### config.mk
export PLATFORM = sky130hd
export DESIGN_NAME = sect_xlate
export DESIGN_NICKNAME = d
export VERILOG_FILES = /design/src/rtl/sect_xlate_pkg.sv /design/src/rtl/sect_xlate_check.sv /design/src/rtl/sect_xlate_ctrl.sv /design/src/rtl/sect_xlate_dp.sv /design/src/rtl/sect_xlate.sv
export SDC_FILE = /design/constraint.sdc
export NUM_CORES = 1
export LEC_CHECK = 0
export BUFFER_PORTS_ARGS = -buffer_cell sky130_fd_sc_hd__buf_4
export CORE_AREA = 2 2 91 93
export CTS_CLUSTER_SIZE = 28
export DETAILED_ROUTE_END_ITERATION = 7
export DIE_AREA = 0 0 93 95
export GPL_TIMING_DRIVEN = 0
export PLACE_DENSITY = 0.91
export SETUP_SLACK_MARGIN = 0.02
export SYNTH_ARGS = -nofsm -noshare
export SYNTH_HDL_FRONTEND = slang
export SYNTH_SLANG_ARGS = --single-unit
### constraint.sdc
create_clock -name clk -period 5.9 [get_ports clk]
set_input_delay 0.885 -clock clk [delete_from_list [all_inputs] [get_ports clk]]
set_output_delay 0.885 -clock clk [all_outputs]
set_load 0.1 [all_outputs]
### src/rtl/sect_xlate_pkg.sv
package sect_xlate_pkg;
  localparam int ADDR_W   = 32;
  localparam int OFF_W    = 20;                  // bits inside one section
  localparam int IDX_W    = ADDR_W - OFF_W;      // table index bits
  localparam int ALIGN_W  = IDX_W + 2;           // table base alignment bits
  localparam int DOM_N    = 16;
  localparam int DOM_W    = $clog2(DOM_N);
  localparam int DACR_W   = 2 * DOM_N;

  // descriptor field positions
  localparam int AP_LSB   = 10;
  localparam int DOM_LSB  = 5;
  localparam int ATTR_LSB = 2;
  localparam logic [1:0] SECTION_TAG = 2'b10;

  typedef enum logic [1:0] {
    FLT_NONE   = 2'b00,
    FLT_XLATE  = 2'b01,
    FLT_DOMAIN = 2'b10,
    FLT_PERM   = 2'b11
  } fault_e;

  typedef enum logic [1:0] {
    DOM_NOACC  = 2'b00,
    DOM_CLIENT = 2'b01,
    DOM_RSVD   = 2'b10,
    DOM_MGR    = 2'b11
  } domRights_e;

  typedef struct packed {
    logic captureReq;   // latch request fields
    logic loadBypass;   // present untranslated response
    logic loadXlate;    // present checked response from descriptor
  } strobe_t;
endpackage

### src/rtl/sect_xlate_check.sv
module sect_xlate_check
  import sect_xlate_pkg::*;
(
  input  logic [ADDR_W-1:0] desc,
  input  logic [DACR_W-1:0] domainAcc,
  input  logic              isPriv,
  input  logic              isWrite,
  output fault_e            fault,
  output logic [IDX_W-1:0]  sectBase,
  output logic [1:0]        attr
);
  logic [1:0] domFields [DOM_N];
  logic [DOM_W-1:0] domIdx;
  logic [1:0] apField;
  domRights_e rights;
  logic permOk;
  logic unusedDescBits;

  genvar g;
  generate
    for (g = 0; g < DOM_N; g++) begin : g_dom
      assign domFields[g] = domainAcc[2*g +: 2];
    end
  endgenerate

  assign domIdx   = desc[DOM_LSB +: DOM_W];
  assign apField  = desc[AP_LSB +: 2];
  assign sectBase = desc[ADDR_W-1:OFF_W];
  assign attr     = desc[ATTR_LSB +: 2];
  assign rights   = domRights_e'(domFields[domIdx]);
  assign unusedDescBits = ^{desc[OFF_W-1:AP_LSB+2], desc[AP_LSB-1:DOM_LSB+DOM_W],
                            desc[DOM_LSB-1:ATTR_LSB+2]};

  always_comb begin
    unique case (apField)
      2'b00:   permOk = 1'b0;
      2'b01:   permOk = isPriv;
      2'b10:   permOk = isPriv || !isWrite;
      default: permOk = 1'b1;
    endcase
  end

  always_comb begin
    if (desc[1:0] != SECTION_TAG)   fault = FLT_XLATE;
    else if (rights == DOM_MGR)     fault = FLT_NONE;
    else if (rights == DOM_CLIENT)  fault = permOk ? FLT_NONE : FLT_PERM;
    else                            fault = FLT_DOMAIN;
  end
endmodule

### src/rtl/sect_xlate_ctrl.sv
module sect_xlate_ctrl
  import sect_xlate_pkg::*;
(
  input  logic    clk,
  input  logic    rstN,
  input  logic    reqValid,
  input  logic    cfgEnable,
  input  logic    memRspValid,
  output logic    reqReady,
  output logic    memRdValid,
  output logic    rspValid,
  output strobe_t strobe
);
  typedef enum logic [1:0] {ST_IDLE, ST_ISSUE, ST_WAIT} state_e;
  state_e state, stateNext;
  logic accept;

  assign reqReady   = (state == ST_IDLE) && !rspValid;
  assign accept     = reqValid && reqReady;
  assign memRdValid = (state == ST_ISSUE);

  assign strobe.captureReq = accept;
  assign strobe.loadBypass = accept && !cfgEnable;
  assign strobe.loadXlate  = (state == ST_WAIT) && memRspValid;

  always_comb begin
    stateNext = state;
    unique case (state)
      ST_IDLE:  if (accept && cfgEnable) stateNext = ST_ISSUE;
      ST_ISSUE: stateNext = ST_WAIT;
      ST_WAIT:  if (memRspValid) stateNext = ST_IDLE;
      default:  stateNext = ST_IDLE;
    endcase
  end

  always_ff @(posedge clk) begin
    if (!rstN) begin
      state    <= ST_IDLE;
      rspValid <= 1'b0;
    end else begin
      state    <= stateNext;
      rspValid <= strobe.loadBypass || strobe.loadXlate;
    end
  end

  // one strobe per request
  a_r1_single_fetch: assert property (@(posedge clk) disable iff (!rstN)
    memRdValid |=> !memRdValid);
  // no acceptance while a fetch is out
  a_r2_busy_not_ready: assert property (@(posedge clk) disable iff (!rstN)
    memRdValid |-> !reqReady);
  // response is a single-cycle pulse
  a_r2_rsp_pulse: assert property (@(posedge clk) disable iff (!rstN)
    rspValid |=> !rspValid);
  // bypass answers next cycle without a fetch
  a_r3_bypass_no_fetch: assert property (@(posedge clk) disable iff (!rstN)
    (reqValid && reqReady && !cfgEnable) |=> (rspValid && !memRdValid));
  // stray data in idle gives nothing
  a_r12_stray_ignored: assert property (@(posedge clk) disable iff (!rstN)
    (reqReady && !reqValid && memRspValid) |=> !rspValid);
endmodule

### src/rtl/sect_xlate_dp.sv
module sect_xlate_dp
  import sect_xlate_pkg::*;
(
  input  logic              clk,
  input  logic              rstN,
  input  strobe_t           strobe,
  input  logic [ADDR_W-1:0] reqVaddr,
  input  logic              reqWrite,
  input  logic              reqPriv,
  input  logic [ADDR_W-1:0] cfgTableBase,
  input  logic [DACR_W-1:0] cfgDomainAcc,
  input  logic [ADDR_W-1:0] memRspData,
  output logic [ADDR_W-1:0] memRdAddr,
  output logic [ADDR_W-1:0] rspPaddr,
  output logic [1:0]        rspAttr,
  output fault_e            rspFault
);
  logic [ADDR_W-1:0] vaReg;
  logic wrReg, privReg;
  fault_e chkFault;
  logic [IDX_W-1:0] chkBase;
  logic [1:0] chkAttr;
  logic unusedBaseBits;

  assign unusedBaseBits = ^cfgTableBase[ALIGN_W-1:0];
  assign memRdAddr = {cfgTableBase[ADDR_W-1:ALIGN_W], vaReg[ADDR_W-1:OFF_W], 2'b00};

  sect_xlate_check u_check (
    .desc      (memRspData),
    .domainAcc (cfgDomainAcc),
    .isPriv    (privReg),
    .isWrite   (wrReg),
    .fault     (chkFault),
    .sectBase  (chkBase),
    .attr      (chkAttr)
  );

  always_ff @(posedge clk) begin
    if (!rstN) begin
      vaReg   <= '0;
      wrReg   <= 1'b0;
      privReg <= 1'b0;
    end else if (strobe.captureReq) begin
      vaReg   <= reqVaddr;
      wrReg   <= reqWrite;
      privReg <= reqPriv;
    end
  end

  always_ff @(posedge clk) begin
    if (!rstN) begin
      rspPaddr <= '0;
      rspAttr  <= '0;
      rspFault <= FLT_NONE;
    end else if (strobe.loadBypass) begin
      rspPaddr <= reqVaddr;
      rspAttr  <= '0;
      rspFault <= FLT_NONE;
    end else if (strobe.loadXlate) begin
      rspFault <= chkFault;
      if (chkFault == FLT_NONE) begin
        rspPaddr <= {chkBase, vaReg[OFF_W-1:0]};
        rspAttr  <= chkAttr;
      end else begin
        rspPaddr <= '0;
        rspAttr  <= '0;
      end
    end
  end

  // section offset carried through unchanged
  a_r4_offset_kept: assert property (@(posedge clk) disable iff (!rstN)
    ($past(strobe.loadXlate) && rspFault == FLT_NONE)
      |-> rspPaddr[OFF_W-1:0] == vaReg[OFF_W-1:0]);
  // bypass address is the presented virtual address
  a_r3_bypass_identity: assert property (@(posedge clk) disable iff (!rstN)
    $past(strobe.loadBypass) |-> (rspPaddr == $past(reqVaddr) && rspAttr == 2'b00));
  // faults leak no address or attributes
  a_r11_fault_clean: assert property (@(posedge clk) disable iff (!rstN)
    (rspFault != FLT_NONE) |-> (rspPaddr == '0 && rspAttr == 2'b00));
endmodule

### src/rtl/sect_xlate.sv
module sect_xlate
  import sect_xlate_pkg::*;
(
  input  logic        clk,
  input  logic        rstN,
  input  logic [31:0] cfgTableBase,
  input  logic [31:0] cfgDomainAcc,
  input  logic        cfgEnable,
  input  logic        reqValid,
  output logic        reqReady,
  input  logic [31:0] reqVaddr,
  input  logic        reqWrite,
  input  logic        reqPriv,
  output logic        memRdValid,
  output logic [31:0] memRdAddr,
  input  logic        memRspValid,
  input  logic [31:0] memRspData,
  output logic        rspValid,
  output logic [31:0] rspPaddr,
  output logic [1:0]  rspAttr,
  output logic [1:0]  rspFault
);
  strobe_t strobe;
  fault_e  faultCode;

  sect_xlate_ctrl u_ctrl (
    .clk         (clk),
    .rstN        (rstN),
    .reqValid    (reqValid),
    .cfgEnable   (cfgEnable),
    .memRspValid (memRspValid),
    .reqReady    (reqReady),
    .memRdValid  (memRdValid),
    .rspValid    (rspValid),
    .strobe      (strobe)
  );

  sect_xlate_dp u_dp (
    .clk          (clk),
    .rstN         (rstN),
    .strobe       (strobe),
    .reqVaddr     (reqVaddr),
    .reqWrite     (reqWrite),
    .reqPriv      (reqPriv),
    .cfgTableBase (cfgTableBase),
    .cfgDomainAcc (cfgDomainAcc),
    .memRspData   (memRspData),
    .memRdAddr    (memRdAddr),
    .rspPaddr     (rspPaddr),
    .rspAttr      (rspAttr),
    .rspFault     (faultCode)
  );

  assign rspFault = faultCode;
endmodule

== Yosys cells after proc, flatten, opt, wreduce, memory -nomap -nowiden ==
Cells that the tools add are included.

* Register bits: 73
* Latch bits: 0
* Memory bits (writable): 0
* Memory bits (read-only): 0
* Output and inout bits: 71
* Word-level logic and storage cells: 51
* Memories: 0

* Add/subtract/negate cells: 0
* Multipliers: 0
* Divide/modulo/power cells: 0
* Magnitude comparators: 1
* Equal/unequal tests: 9
* Shift-type cells: 0
* Mux-type cells: 15
* Bitwise operators: 2
* Reductions and logical operators: 16

{| class="wikitable"
|+ Operators with widths
! operator !! count
|-
| $mux W32 || 3
|-
| $mux W2 || 9
|-
| $bmux W2 S4 || 1
|-
| $eq A2 B1 Y1 const B || 3
|-
| $eq A2 B2 Y1 const B || 3
|-
| $logic_not A2 Y1 || 3
|-
| $ne A2 B2 Y1 const B || 3
|-
| $pmux W2 S3 || 1
|-
| $ge A5 B5 Y1 const B || 1
|-
| $logic_and A1 B1 Y1 || 5
|-
| $not A4 Y5 || 1
|-
| $logic_not A1 Y1 || 3
|-
| $pmux W1 S3 || 1
|-
| $logic_or A1 B1 Y1 || 2
|-
| $reduce_and A2 Y1 || 1
|-
| $reduce_bool A2 Y1 || 1
|-
| $reduce_or A2 Y1 || 1
|-
| $not A1 Y1 || 1
|}

== Logic depth before layout (Yosys ltp) ==
Gate-level depths: netlist of the first run.

* Word-level depth: 12
* Gate-level depth with buffers: 8
* Mapped depth without buffers: 5

== By module ==
Synthesis of the first run repeated with hierarchy kept, for this count alone.

* Cells, all modules: 323
* Area, all modules: 3,524.6 sq um

{| class="wikitable"
|+ Modules (own cells, without submodules)
! module !! times used !! cells each !! area each (sq um)
|-
| sect_xlate_dp || 1 || 270 || 2,946.6
|-
| sect_xlate_check || 1 || 39 || 420.4
|-
| sect_xlate_ctrl || 1 || 14 || 157.7
|}

== Worst setup path after synthesis of the first run ==
Ideal clock, no wire load.

* Kind: register to output
* Start: register u_ctrl.rspValid
* End: output port reqReady
* Data arrival time: 2.852 ns
* Setup slack: 2.163 ns
* Cell stages (with the launch flop): 2
* Path buffers: 0
* Cell sequence: dfxtp_1 > nor3_1

* Word-level cells in the longest chain between the ends: 2

{| class="wikitable"
|+ RTL lines
! what !! RTL line !! source
|-
| start, declared || sect_xlate_ctrl.sv:11 || <nowiki>output logic rspValid,</nowiki>
|-
| start signal, assigned || sect_xlate_ctrl.sv:42 || <nowiki>rspValid <= strobe.loadBypass || strobe.loadXlate;</nowiki>
|-
| $logic_not A1 Y1 || sect_xlate_ctrl.sv:18 || <nowiki>assign reqReady = (state == ST_IDLE) && !rspValid;</nowiki>
|-
| $logic_and A1 B1 Y1 || sect_xlate_ctrl.sv:18 ||
|-
| end, declared || sect_xlate.sv:10 || <nowiki>output logic reqReady,</nowiki>
|}

No other way between the ends.

== Worst setup path in the final report of the first run ==
* Start: input port memRspData[5]
* End: register u_dp.rspPaddr[15]

* Word-level cells in the longest chain between the ends: 12
* Elaborated cells between the ends (all ways): 13

{| class="wikitable"
|+ RTL lines
! what !! RTL line !! source
|-
| start, declared || sect_xlate.sv:17 || <nowiki>input logic [31:0] memRspData,</nowiki>
|-
| $not A4 Y5 (implied by the code) (*) || sect_xlate_check.sv:30 || <nowiki>assign rights = domRights_e'(domFields[domIdx]);</nowiki>
|-
| $bmux W2 S4 (*) || sect_xlate_check.sv:30 ||
|-
| $mux W2 (implied by the code) (*) (2 in series) || sect_xlate_check.sv:30 ||
|-
| $eq A2 B1 Y1 || sect_xlate_check.sv:46 || <nowiki>else if (rights == DOM_CLIENT) fault = permOk ? FLT_NONE : FLT_PERM;</nowiki>
|-
| $mux W2 || sect_xlate_check.sv:46 ||
|-
| $mux W2 (*) || sect_xlate_check.sv:45 || <nowiki>else if (rights == DOM_MGR) fault = FLT_NONE;</nowiki>
|-
| $mux W2 (*) || sect_xlate_check.sv:44 || <nowiki>if (desc[1:0] != SECTION_TAG) fault = FLT_XLATE;</nowiki>
|-
| $logic_not A2 Y1 (*) || sect_xlate_dp.sv:61 || <nowiki>if (chkFault == FLT_NONE) begin</nowiki>
|-
| $mux W32 (*) || sect_xlate_dp.sv:61 ||
|-
| $mux W32 (*) || sect_xlate_dp.sv:59 || <nowiki>end else if (strobe.loadXlate) begin</nowiki>
|-
| $mux W32 (*) || sect_xlate_dp.sv:55 || <nowiki>end else if (strobe.loadBypass) begin</nowiki>
|-
| end signal, assigned || sect_xlate_dp.sv:56 || <nowiki>rspPaddr <= reqVaddr;</nowiki>
|-
| end signal, assigned || sect_xlate_dp.sv:62 || <nowiki>rspPaddr <= {chkBase, vaReg[OFF_W-1:0]};</nowiki>
|-
| end, declared || sect_xlate_dp.sv:14 || <nowiki>output logic [ADDR_W-1:0] rspPaddr,</nowiki>
|}

Every way passes the cells marked *; elsewhere a longest branch is shown, timed or not. The select of a mux whose other input is x is not followed.
A chain may end at the register's enable or synchronous reset.

==> results of run 1 <==
-- routing by layer --
metal / global-route usage (%) / routed length, um / up-vias
li1: - / - / 1840
met1: 29.8 / 4500 / 1831
met2: 44.7 / 5940 / 219
met3: 4.07 / 865 / 38
met4: 11.6 / 352 / 0
met5: 0 / 0 / -
-- report_power, final --
part	leakage, nW	switching, mW	internal [mW]
sequential	0.599	0.0236	0.526
combinational	1.62	0.336	0.143
clock	0.122	0.183	0.290
-- per-stage QoR --
step	utilization, %	instance area, um2
after detailed placement	63.3	5020
after global placement	63.3	5020
after floorplan	-	3710
final	66.3	5260
after CTS	66.3	5260
after global routing	66.3	5260
-- cell type report --
cell class	instances	area (um2)
buffer	70	413
clock buffer	10	138
clock inverter	5	104
fill	656	2670
inverter	1	3.75
multi-input combinational	285	1840
sequential	73	1460
tap	105	131
timing repair buffer	156	1170
-- layout by cell type, fill, tap and decap left out, types with 2 or more instances in the layout --
cell / instances
o22ai_1: 20
conb_1: 2
mux4_1: 6
buf_1: 3
o21ai_0: 38
dfxtp_1: 73
o2111ai_1: 19
a21boi_0: 34
mux2_2: 3
a21oi_1: 3
a22o_1: 5
buf_2: 5
nor3b_1: 3
a22o_2: 8
clkbuf_1: 25
nand2b_1: 3
nand2_1: 98
nand3_1: 14
buf_6: 2
bufinv_16: 3
nor2b_1: 2
buf_4: 190
a32o_1: 2
nor2_1: 2
mux2i_1: 4
and2_1: 2
clkbuf_8: 10
-- path summary, 6_finish.rpt --
check	endpoint	slack [ns]	startpoint
worst max-delay path	u_dp.rspPaddr[15]	3.34	memRspData[5]
worst min-delay path	u_dp.vaReg[31]	0.47	u_dp.vaReg[31]
worst max register to register	u_dp.rspPaddr[15]	3.73	u_ctrl.state[1]
worst min register to register	u_dp.vaReg[31]	0.47	u_dp.vaReg[31]
-- flip-flops by register name, summed over array words and instances, names as in the netlist --
register and count:
u_dp.rspPaddr 32, u_dp.vaReg 32, u_ctrl.state 2, u_dp.rspAttr 2
u_dp.rspFault 2, u_ctrl.rspValid 1, u_dp.privReg 1, u_dp.wrReg 1
-- cell families (layout without fill, tap and decap cells) --
logic type / count (synthesis) / count (layout)
mux: 14 / 14
compound gates: 137 / 137
flops: 73 / 73
buf+inv: 71 / 242
other cells: 1 / 2
simple gates: 132 / 132
-- worst register-to-register path, cell delays in order, from the launching register on --
cell and delay [ns]:
dfxtp_1 0.37, nor4b_4 0.55, nand2b_1 0.09, buf_2 0.20, nand2_1 0.12, buf_4 0.19, buf_2 0.26, o2111ai_1 0.14
o22ai_1 0.18
==> flow_metrics.py, run 1 <==
metrics = {
    "outcome": {
        "status": "completed",
    },
    "timing": {
        "fin_crit_ns": 2.56,
        "tightest_slew_ns": 0.609,
        "max_freq_mhz": 390,
        "final-hold-violation-count": 0,
        "whs_ns": 0.470,
        "slew_headroom_pct": 59.4,
        "tns_ns": 0,
        "rsz0062_at_grt": "no",
        "drv_slew": 0,
        "finalClockSkew_ns": 0.0115,
        "finalWorstSetupSlack_ns": 3.34,
        "finalSetupViolCount": 0,
        "min_period_over_period_pct": 43.4,
    },
    "yosys": {
        "synthCells": 428,
        "synth_xor_area_share_pct": 0,
        "syn_area_um2": 3710,
        "yosysTopAreaCellShare_pct": 39.4,
        "ys_ff_latch": 73,
        "synth-edff-count": 0,
        "async_reset_ff_share_pct": 0,
        "muxShareOfSynthArea_pct": 6.85,
        "synthFlopType": "dfxtp_1",
        "synth_compound_area_share_pct": 26.5,
        "yosys.area.top_type": "dfxtp_1",
        "synthAdderAreaFrac_pct": 0,
        "ys_top_cells_by_count": "nand2_1, dfxtp_1, o21ai_0, a21boi_0, buf_4",
        "synth_top_family_by_area": "compound AO/OA/AOI/OAI gates",
        "synthTopCellsByArea": "dfxtp_1, nand2_1, a21boi_0",
        "yosys.area_share.simple_pct": 15.9,
        "avgSynthCellArea_um2": 8.67,
        "synth.distinct_cells": 44,
        "yosys_warnings": 0,
        "yosysMostFrequentCell": "nand2_1",
        "seq_area_frac_synth_pct": 39.4,
    },
    "clocking": {
        "root_buffer": "clkbuf_8",
        "postCtsSetupBuffers": 0,
        "clk_pin_slew_ns": 0.07,
        "insertion_delay_ns": 0.34,
        "cts.sinks": 73,
        "cts-htree-levels": 3,
        "numCtsBuffers": 9,
        "cts_tree": "yes",
        "cts_hold_buffers": 0,
        "postCtsResizedCells": 0,
        "cts.path.max_buffers": 2,
    },
    "final_layout": {
        "drive_above_1_share_pct": 38.2,
        "nets": 731,
        "syn_to_final_growth_pct": 41.7,
        "num_antenna_cells": 0,
        "instances_no_fill": 705,
    },
    "drt": {
        "vias": 3928,
        "dr.pass1.iters": 5,
        "drcViolationCount": 0,
        "first_iter_violations": 197,
        "wire_per_inst_um": 16.5,
        "avgViaCountPerCell": 5.57,
        "ant_nets": 0,
        "wirelength_um": 11700,
    },
    "worst_setup_path": {
        "crit_type": "in -> reg",
        "crit_path_max_fanout": 10,
        "cp_slowest_cell": "o22ai_2",
        "critical_path.top_delay_family": "compound AO/OA/AOI/OAI gates",
        "critPathLaunchType": "input port",
        "arrival_ns": 2.77,
        "max_stage_delay_ns": 0.55,
        "end_kind": "flip-flop",
        "crit_cells": 7,
        "worstRegToRegCells": 8,
        "crit_chain": "buf_6, mux4_2, nor2b_1, o32ai_1, o22ai_2, buf_4, o22ai_1",
        "critPathRequiredTime_ns": 6.11,
        "worst-path-buf-inv": 2,
    },
    "placed_design": {
        "pre_cts_slack_ns": 3.04,
        "hpwl_um": 8830,
        "place_inst": 690,
        "port-buffer-count": 156,
        "gp_congestion": 0.875,
    },
    "power": {
        "finalPower_mw": 1.50,
        "p_leak_nw": 2.35,
        "vdd_drop_max_uv": 145,
        "p_per_area_nw_per_um2": 286,
    },
    "floorplan": {
        "dieHeight_um": 95,
        "dieWidth_um": 93,
        "coreArea_um2": 7930,
        "placementRows": 33,
        "start_util_pct": 46.8,
        "dieArea_um2": 8840,
        "io_pins": 206,
    },
    "grt": {
        "grt_antenna_before_repair": 0,
        "grt-ovfl-total": 0,
        "grt_pass1_wl_um": 17700,
        "track_usage_pct": 25.2,
        "grt_max_degree": 13,
        "grt_pass1_vias": 3727,
    },
    "min_path": {
        "whs_path_depth": 2,
        "worstHoldPathType": "reg -> reg",
    },
    "run": {
        "maxCapViolCount": 0,
    },
}
No activity file was read; power rests on OpenSTA's default activity.
==> inputs of run 2 (changes only) <==
CORE_AREA = 2 2 100 102   (was 2 2 91 93)
DIE_AREA = 0 0 102 104   (was 0 0 93 95)
PLACE_DENSITY = 0.81   (was 0.91)
clock period = 2.15 ns   (was 5.9 ns; I/O delays follow)
==> flow_metrics.py, run 2 (same netlist as run 1, synthesis figures left out) <==
metrics = {
    "run": {
        "maxCapViolCount": 0,
    },
    "final_layout": {
        "drive_above_1_share_pct": 39.4,
        "syn_to_final_growth_pct": 42.6,
        "postLayoutCoreUtil_pct": 55.4,
        "final_cell_mix": "buf_4, nand2_1, dfxtp_1",
        "final_common_cell": "buf_4",
        "largestRegisters": "u_dp.rspPaddr x32, u_dp.vaReg x32",
        "num_antenna_cells": 0,
        "nets": 734,
    },
    "power": {
        "p_clk_share_pct": 27.7,
        "finalPower_mw": 3.90,
        "combPwrFrac_pct": 33.7,
        "switching_power_mw": 1.53,
        "swShare_pct": 39.1,
        "p_int_mw": 2.38,
        "vdd_drop_max_uv": 555,
        "p_leak_nw": 2.33,
        "seqPwrFrac_pct": 38.6,
        "p_per_area_nw_per_um2": 738,
    },
    "timing": {
        "finalSetupViolCount": 0,
        "drv_slew": 0,
        "whs_ns": 0.175,
        "tns_ns": 0,
        "final-hold-violation-count": 0,
        "slew_headroom_pct": 60.8,
        "finalClockSkew_ns": 0.0136,
        "fin_crit_ns": 2.00,
        "tightest_slew_ns": 0.587,
        "min_period_over_period_pct": 93.2,
        "max_freq_mhz": 499,
        "rsz0062_at_grt": "no",
    },
    "clocking": {
        "cts-htree-levels": 3,
        "numCtsBuffers": 9,
        "cts_hold_buffers": 0,
        "cts.sinks": 73,
        "cts_tree": "yes",
        "cts.path.max_buffers": 2,
        "clk_pin_slew_ns": 0.08,
        "insertion_delay_ns": 0.35,
        "root_buffer": "clkbuf_8",
    },
    "floorplan": {
        "dieArea_um2": 10600,
        "placementRows": 36,
        "io_pins": 206,
        "start_util_pct": 38.8,
        "dieWidth_um": 102,
        "coreArea_um2": 9550,
        "dieHeight_um": 104,
    },
    "outcome": {
        "status": "completed",
    },
    "worst_setup_path": {
        "crit_path_max_fanout": 10,
        "crit_type": "reg -> reg",
        "ff2ff_setup_slack_ns": 0.15,
        "end_kind": "flip-flop",
        "critPathLaunchType": "flip-flop",
        "critPathRequiredTime_ns": 2.45,
        "arrival_ns": 2.30,
    },
    "drt": {
        "drcViolationCount": 0,
        "avgViaCountPerCell": 5.28,
        "vias": 3892,
        "first_iter_violations": 218,
        "wire_per_inst_um": 16.0,
        "dr.pass1.iters": 5,
        "wirelength_um": 11800,
        "ant_nets": 0,
    },
    "grt": {
        "grt-ovfl-total": 0,
        "grt_pass1_wl_um": 17900,
        "track_usage_pct": 21.2,
        "grt_max_degree": 14,
        "grt_antenna_before_repair": 0,
        "grt_pass1_vias": 3727,
    },
    "placed_design": {
        "gp_congestion": 0.865,
        "port-buffer-count": 156,
        "hpwl_um": 8770,
    },
    "min_path": {
        "worstHoldPathType": "in -> reg",
    },
}
-- run 2: cell count changes in the layout (fill, tap and decap cells not counted), sizes merged --
| cell | change |
|---|---|
| bufinv | -2 |
| clkinv | -1 |
| buf | +3 |
| clkinvlp | +3 |
| inv | +1 |
-- run 2: through the flow --
step	area [um2]	cells	setup WS, ns
3_5_place_dp	5070	718	-0.189
6_report	5290	737	0.147
4_1_cts	5290	737	0.132
5_1_grt	5290	737	0.0290
2_1_floorplan	3730	429	0.222
3_3_place_gp	5070	718	-0.0946
-- run 2: per-layer routing --
| metal | part of all wire [%] | track usage [%] |
|---|---|---|
| met5 | 0 | 0 |
| met4 | 2.0 | 6.86 |
| met3 | 8.2 | 5.58 |
| met2 | 50 | 36.9 |
| met1 | 39 | 25.1 |
-- run 2: repair_timing --
item	in CTS	in global routing
pin swaps	2	0
gates cloned	0	0
endpoints found under the setup margin	28	11
gates resized for setup	1	2
setup buffers	3	0
-- run 2: worst max-delay path, cell delays in order (launching register included) --
cell and delay [ns]:
dfxtp_1 0.40, nand3b_1 0.22, buf_2 0.22, nor3b_2 0.24, nand3_1 0.18, a211oi_4 0.35
buf_6 0.19, a22o_2 0.15
-- run 2: path summary, 6_finish.rpt --
kind | depth (start not counted) | start | endpoint
worst max register to register | 7 | u_ctrl.state[0] | u_dp.rspPaddr[26]
worst min register to register | 2 | u_dp.vaReg[26] | u_dp.vaReg[26]
worst max-delay path | 7 | u_ctrl.state[0] | u_dp.rspPaddr[26]
worst min-delay path | 2 | memRspData[3] | u_dp.rspAttr[1]
-- run 2: cell type report --
cell class / count / area (um2)
fillers: 907 / 4260
repair buffers: 159 / 1190
multi-input cells: 285 / 1860
clock buffers: 10 / 128
inverters: 1 / 3.75
plain buffers: 70 / 413
clock inverters: 6 / 66.3
well taps: 133 / 166
flip-flops and latches: 73 / 1460
-- run 2: power groups by stage --
stage | registers [mW] | logic [mW] | clock network, mW
floorplan | 1.85 | 0.631 | 0
global placement | 1.53 | 1.29 | 0
detailed placement | 1.54 | 1.31 | 0
CTS | 1.51 | 1.32 | 1.10
global route | 1.52 | 1.38 | 1.16
finish | 1.51 | 1.32 | 1.08
